==> src/rtl/swdiv_pkg.sv <==
package swdiv_pkg;
  localparam int SEL_W = 2;
  localparam int A_W   = 6;
  localparam int B_W   = 13;
  localparam int B_MIN = 3;
  localparam int EXT_W = 4;   // extension stage counts up to 16 core cycles
  localparam int CORE_W = 3;  // 4/5 core state 0..4
  localparam int LEN_W = 7;   // fits P+1 = 65

  // lower modulus P for a select code
  function automatic logic [LEN_W-1:0] p_of(logic [SEL_W-1:0] sel);
    return LEN_W'(32'd8 << sel);
  endfunction

  // last index of the extension stage (core cycles per prescaler cycle, minus 1)
  function automatic logic [EXT_W-1:0] ext_last(logic [SEL_W-1:0] sel);
    return EXT_W'((32'd2 << sel) - 32'd1);
  endfunction

  function automatic logic [B_W-1:0] b_legal(logic [B_W-1:0] b);
    return (b < B_W'(B_MIN)) ? B_W'(B_MIN) : b;
  endfunction

  function automatic logic [A_W-1:0] a_legal(logic [A_W-1:0] a, logic [B_W-1:0] b);
    logic [B_W-1:0] bl;
    bl = b_legal(b);
    return (B_W'(a) > bl) ? A_W'(bl) : a;
  endfunction

  function automatic logic cfg_bad(logic [A_W-1:0] a, logic [B_W-1:0] b);
    return (b < B_W'(B_MIN)) || (B_W'(a) > b_legal(b));
  endfunction
endpackage

==> src/rtl/swdiv_prescaler.sv <==
module swdiv_prescaler
  import swdiv_pkg::*;
(
  input  logic             clk,
  input  logic             rst,
  input  logic [SEL_W-1:0] sel,
  input  logic             mod_hi,
  output logic             tick
);
  logic [CORE_W-1:0] core_q;
  logic [EXT_W-1:0]  ext_q;
  logic              last_core;
  logic [CORE_W-1:0] core_top;
  logic              core_wrap;

  assign last_core = (ext_q == ext_last(sel));
  // the 4/5 core stretches to five cycles once per prescaler cycle when mod_hi
  assign core_top  = (last_core && mod_hi) ? CORE_W'(4) : CORE_W'(3);
  assign core_wrap = (core_q == core_top);
  assign tick      = core_wrap && last_core;

  always_ff @(posedge clk) begin
    if (rst) begin
      core_q <= '0;
      ext_q  <= '0;
    end else begin
      core_q <= core_wrap ? '0 : core_q + CORE_W'(1);
      if (core_wrap) ext_q <= last_core ? '0 : ext_q + EXT_W'(1);
    end
  end

  // length counter for checking only
  logic [LEN_W-1:0] len_q;
  always_ff @(posedge clk) begin
    if (rst || tick) len_q <= '0;
    else             len_q <= len_q + LEN_W'(1);
  end

  p_len_r2: assert property (@(posedge clk) disable iff (rst)
    tick |-> (len_q + LEN_W'(1) == p_of(sel) + LEN_W'(mod_hi)));
  p_core_bound_r2: assert property (@(posedge clk) disable iff (rst)
    core_q <= CORE_W'(4));
  p_ext_bound_r2: assert property (@(posedge clk) disable iff (rst)
    ext_q <= ext_last(sel));
endmodule

==> src/rtl/swdiv_counters.sv <==
module swdiv_counters
  import swdiv_pkg::*;
(
  input  logic           clk,
  input  logic           rst,
  input  logic           tick,
  input  logic [A_W-1:0] a_load,
  input  logic [B_W-1:0] b_load,
  output logic           mod_hi,
  output logic           term
);
  logic [A_W-1:0] a_rem;
  logic [B_W-1:0] b_rem;

  assign mod_hi = (a_rem != '0);
  assign term   = tick && (b_rem == B_W'(1));

  always_ff @(posedge clk) begin
    if (rst || term) begin
      a_rem <= a_load;
      b_rem <= b_load;
    end else if (tick) begin
      b_rem <= b_rem - B_W'(1);
      if (a_rem != '0) a_rem <= a_rem - A_W'(1);
    end
  end

  // swallow phase always precedes the main phase within a cycle
  p_swallow_first_r1: assert property (@(posedge clk) disable iff (rst)
    (!mod_hi && !term) |=> !mod_hi);
  // clamped swallow count never exceeds the remaining main count
  p_a_within_b_r4: assert property (@(posedge clk) disable iff (rst)
    B_W'(a_rem) <= b_rem);
endmodule

==> src/rtl/swallow_divider.sv <==
module swallow_divider
  import swdiv_pkg::*;
(
  input  logic             clk,
  input  logic             rst,
  input  logic [SEL_W-1:0] p_sel,
  input  logic [A_W-1:0]   a_in,
  input  logic [B_W-1:0]   b_in,
  output logic             fb_pulse,
  output logic             cfg_err
);
  logic [SEL_W-1:0] sel_q;
  logic             tick;
  logic             mod_hi;
  logic             term;
  logic [A_W-1:0]   a_eff;
  logic [B_W-1:0]   b_eff;

  assign b_eff = b_legal(b_in);
  assign a_eff = a_legal(a_in, b_in);

  always_ff @(posedge clk) begin
    if (rst || term) begin
      sel_q   <= p_sel;
      cfg_err <= cfg_bad(a_in, b_in);
    end
  end

  swdiv_prescaler u_pre (
    .clk(clk), .rst(rst), .sel(sel_q), .mod_hi(mod_hi), .tick(tick)
  );

  swdiv_counters u_cnt (
    .clk(clk), .rst(rst), .tick(tick), .a_load(a_eff), .b_load(b_eff),
    .mod_hi(mod_hi), .term(term)
  );

  assign fb_pulse = term;

  p_mc_hold_r1: assert property (@(posedge clk) disable iff (rst)
    !tick |=> $stable(mod_hi));
  p_shadow_hold_r6: assert property (@(posedge clk) disable iff (rst)
    !term |=> ($stable(sel_q) && $stable(cfg_err)));
  p_pulse_single_r7: assert property (@(posedge clk) disable iff (rst)
    fb_pulse |=> !fb_pulse);
endmodule

==> config.mk <==
export PLATFORM = sky130hd
export DESIGN_NAME = swallow_divider
export DESIGN_NICKNAME = d
export VERILOG_FILES = /design/src/rtl/swdiv_pkg.sv /design/src/rtl/swdiv_prescaler.sv /design/src/rtl/swdiv_counters.sv /design/src/rtl/swallow_divider.sv
export SDC_FILE = /design/constraint.sdc
export NUM_CORES = 1
export LEC_CHECK = 0
export BUFFER_PORTS_ARGS = -buffer_cell sky130_fd_sc_hd__buf_2
export CORE_MARGIN = 2
export CORE_UTILIZATION = 35
export DETAILED_ROUTE_END_ITERATION = 8
export GPL_TIMING_DRIVEN = 0
export HOLD_SLACK_MARGIN = 0.06
export PLACE_DENSITY = 0.65
export SYNTH_ARGS = -nofsm -noshare
export SYNTH_HDL_FRONTEND = slang
export SYNTH_SLANG_ARGS = --single-unit
==> constraint.sdc <==
create_clock -name clk -period 3 [get_ports clk]
set_input_delay 0.6 -clock clk [delete_from_list [all_inputs] [get_ports clk]]
set_output_delay 0.6 -clock clk [all_outputs]
set_load 0.02 [all_outputs]
==> impl_metrics.env <==
export IMPL_root_buffer="clkbuf_8"
export IMPL_critPathTopFamily="simple AND/OR/NAND/NOR gates"
export IMPL_min_to="u_pre.core_q[0]$_SDFF_PP0_"
export IMPL_max_slew_worst_pin_slew_ns=0.857
export IMPL_drc=0
export IMPL_layout_cells_non_filler=300
export IMPL_cp_required_ns=3.13
export IMPL_synth_area_mm2=0.00188
export IMPL_irDropWorstVdd_mv=0.257
export IMPL_drive_above_1_share=0.222
export IMPL_viasPerCell=5.02
export IMPL_routedWlPerCell_um=12.9
export IMPL_p_leak_nw=0.936
export IMPL_cap_violations=0
export IMPL_period_minus_slack_ns=3.04
export IMPL_ys_ff_latch=29
export IMPL_grt_pass1_wl_um=6460
export IMPL_rows=26
export IMPL_h_tree_depth=2
export IMPL_vias=1507
export IMPL_violations="setup timing"
export IMPL_synth_flop_cell="edfxtp_1"
export IMPL_hold_path_class="flop to flop"
export IMPL_core_mm2=0.00514
export IMPL_grt_max_degree=19
export IMPL_setup_viol=1
export IMPL_power_density_mw_per_mm2=433
export IMPL_critPathMaxStageDelay_ns=0.53
export IMPL_power_uw=980
export IMPL_cts_num_sinks=29
export IMPL_die_area_mm2=0.00598
export IMPL_final_setup_worst_slack_ns=-0.0401
export IMPL_ys_warnings_count=0
export IMPL_antenna_found_initial=0
export IMPL_status="complete, but fails checks"
export IMPL_path_class="input pin to flop"
export IMPL_grtUsageTotal=0.136
export IMPL_cts_buffer_depth=2
export IMPL_insertion_delay_ns=0.27
export IMPL_ant_nets=0
export IMPL_skew_ns=0.00423
export IMPL_cts_inserted_buffers=5
export IMPL_syn2layout_area_growth_pct=20.1
export IMPL_tritoncts="yes"
export IMPL_hold_viol_final=0
export IMPL_slowest_stage="or4_4"
export IMPL_hp_start="u_pre.core_q[0]$_SDFF_PP0_"
export IMPL_cp_max_fo=7
export IMPL_place_inst=286
export IMPL_r2r_cells=9
export IMPL_r2r_slack_ns=0.29
export IMPL_dp_hpwl_um=2840
export IMPL_drt_iter0_drc=45
export IMPL_slew_viol_final=0
export IMPL_io_pins=25
export IMPL_end_kind="flop"
export IMPL_critPathArrivalTime_ns=3.17
export IMPL_rsz0062_at_grt="yes"
export IMPL_synth_cell_type_count=40
export IMPL_critPathLaunchType="input pin"
export IMPL_synth_edf_count=22
export IMPL_ys_seq_area_frac=0.426
export IMPL_port_buffers=24
export IMPL_first_pass_iters=4
export IMPL_slew_headroom=0.424
export IMPL_die_x_um=77.3
export IMPL_start_util=0.366
export IMPL_synth_nets=227
export IMPL_grt_overflow=0
export IMPL_synthArstFlopShare=0
export IMPL_reg2reg_from="u_cnt.a_rem[0]$_DFFE_PP_"
export IMPL_diodes=0
export IMPL_r2r_end="u_cnt.b_rem[6]$_DFFE_PP_"
export IMPL_hold_depth=1
export IMPL_finalCritPeriodShare=1.01
export IMPL_cp_num_buf_inv=2
export IMPL_clk_pin_slew_ns=0.06
export IMPL_avgSynthCellArea_um2=9.80
export IMPL_fmax_mhz=329
export IMPL_wl_um=3880
export IMPL_crit_chain="buf_6, or4_4, nor4_4, a21oi_2, ha_1, nand2_1, o21ai_1, a31oi_1, or3_1, buf_6, mux2_4, mux2i_1"
export IMPL_grt_pass1_vias=1452
export IMPL_globalplace_congestion=0.765
export IMPL_num_nets_final=264
export IMPL_die_y_um=77.3
export IMPL_cp_common_cell="buf_6"
export IMPL_synth_cells=192
[Yosys cell counts (all sizes together), types with 2 or more instances]
| library cell | count | share of area |
|---|---|---|
| a21boi | 3 | 0.012 |
| a21oi | 14 | 0.037 |
| a31oi | 2 | 0.0066 |
| buf | 4 | 0.014 |
| dfxtp | 7 | 0.074 |
| edfxtp | 22 | 0.35 |
| ha | 12 | 0.080 |
| inv | 15 | 0.030 |
| mux2 | 3 | 0.020 |
| mux2i | 13 | 0.069 |
| nand2 | 14 | 0.028 |
| nand3 | 5 | 0.013 |
| nand4 | 3 | 0.010 |
| nor2 | 19 | 0.038 |
| nor3 | 9 | 0.024 |
| nor4 | 6 | 0.028 |
| nor4b | 2 | 0.0093 |
| o21ai | 6 | 0.016 |
| o31ai | 2 | 0.0080 |
| or3 | 2 | 0.0066 |
| or4 | 2 | 0.010 |
| xnor2 | 9 | 0.042 |
| xor2 | 6 | 0.028 |
[layer usage]
layer	vias to the layer above	track usage	wire length [um]
met5	-	0	0
met4	0	0.0500	55
met3	6	0.0294	133
met2	35	0.229	1860
met1	700	0.171	1840
li1	766	-	-
[registers in the layout, summed over array words and instances, names as in the netlist]
register and count:
sel_q 2, cfg_err 1, u_pre.core_q 3, u_cnt.a_rem 6
u_pre.ext_q 4, u_cnt.b_rem 13
[power breakdown]
group	total (mW)	switching [mW]	internal (mW)
combinational	0.155	0.0814	0.0737
clock	0.330	0.143	0.187
sequential	0.495	0.0256	0.469
[cell type report]
cell class,count,area (um2)
Multi-Input combinational cell,143,1020
Tap cell,70,87.6
Fill cell,530,2880
Timing Repair Buffer,30,178
Buffer,4,26.3
Inverter,16,60.1
Clock buffer,8,90.1
Sequential cell,29,801
[timing repair]
action	in CTS	in global routing
setup buffers	4	2
endpoints found under the hold margin	0	0
pin swaps	9	9
hold buffers	0	0
resized for setup	6	2
setup endpoints to repair	12	12
[worst reg2reg max path, stage by stage, from the launching register on]
cell and delay (ns):
edfxtp_1 0.42, inv_1 0.10, ha_1 0.14, nor4b_1 0.30, a21o_1 0.18, a21boi_0 0.45, o31a_1 0.23, buf_2 0.26
buf_2 0.28, a21oi_1 0.10
[kinds of logic after synthesis]
logic type / Yosys count / synth area share
DFF: 29 / 0.426
muxes: 16 / 0.0891
adders and majority gates: 12 / 0.0798
xor gates and xnor gates: 15 / 0.0698
and+or+nand+nor: 70 / 0.197
AOI/OAI and AO/OA: 30 / 0.0931
buffers and inverters: 20 / 0.0459
[through the flow]
stage / area, um2 / worst slack, ns / utilization / setup TNS, ns / hold WS (ns)
global route: 2260 / -0.124 / 0.440 / -0.431 / 0.499
finish: 2260 / -0.0401 / 0.440 / -0.0401 / 0.482
detailed placement: 2100 / -0.447 / 0.408 / -3.58 / 0.463
global placement: 2090 / -0.656 / 0.407 / -6.30 / 0.464
floorplan: 1890 / -0.0284 / - / -0.0284 / 0.432
CTS: 2240 / -0.0725 / 0.435 / -0.130 / 0.476
[worst max path at each step]
stage / from / end / slack (ns) / cells past startpoint
final: b_in[6] / u_cnt.a_rem[1]$_DFFE_PP_ / -0.04 / 12
after global routing: b_in[6] / u_cnt.a_rem[1]$_DFFE_PP_ / -0.12 / 12
after CTS: b_in[6] / u_cnt.a_rem[1]$_DFFE_PP_ / -0.07 / 12
after detailed placement: b_in[10] / u_cnt.a_rem[1]$_DFFE_PP_ / -0.45 / 12
after global placement: u_cnt.a_rem[0]$_DFFE_PP_ / u_cnt.a_rem[1]$_DFFE_PP_ / -0.66 / 7
after floorplan: b_in[10] / u_cnt.a_rem[1]$_DFFE_PP_ / -0.03 / 11
[layout by cell type, fill, tap and decap left out, types with 5 or more instances in the layout]
cell type	n
ha_1	12
dfxtp_1	7
xor2_1	6
nor3_1	9
buf_2	25
nand3_1	5
a21oi_1	13
clkbuf_8	6
nand2_1	14
buf_4	6
xnor2_1	9
edfxtp_1	22
mux2i_1	12
inv_1	15
nor2_1	19
nor4_1	5
Power figures use the tool's default switching activity.
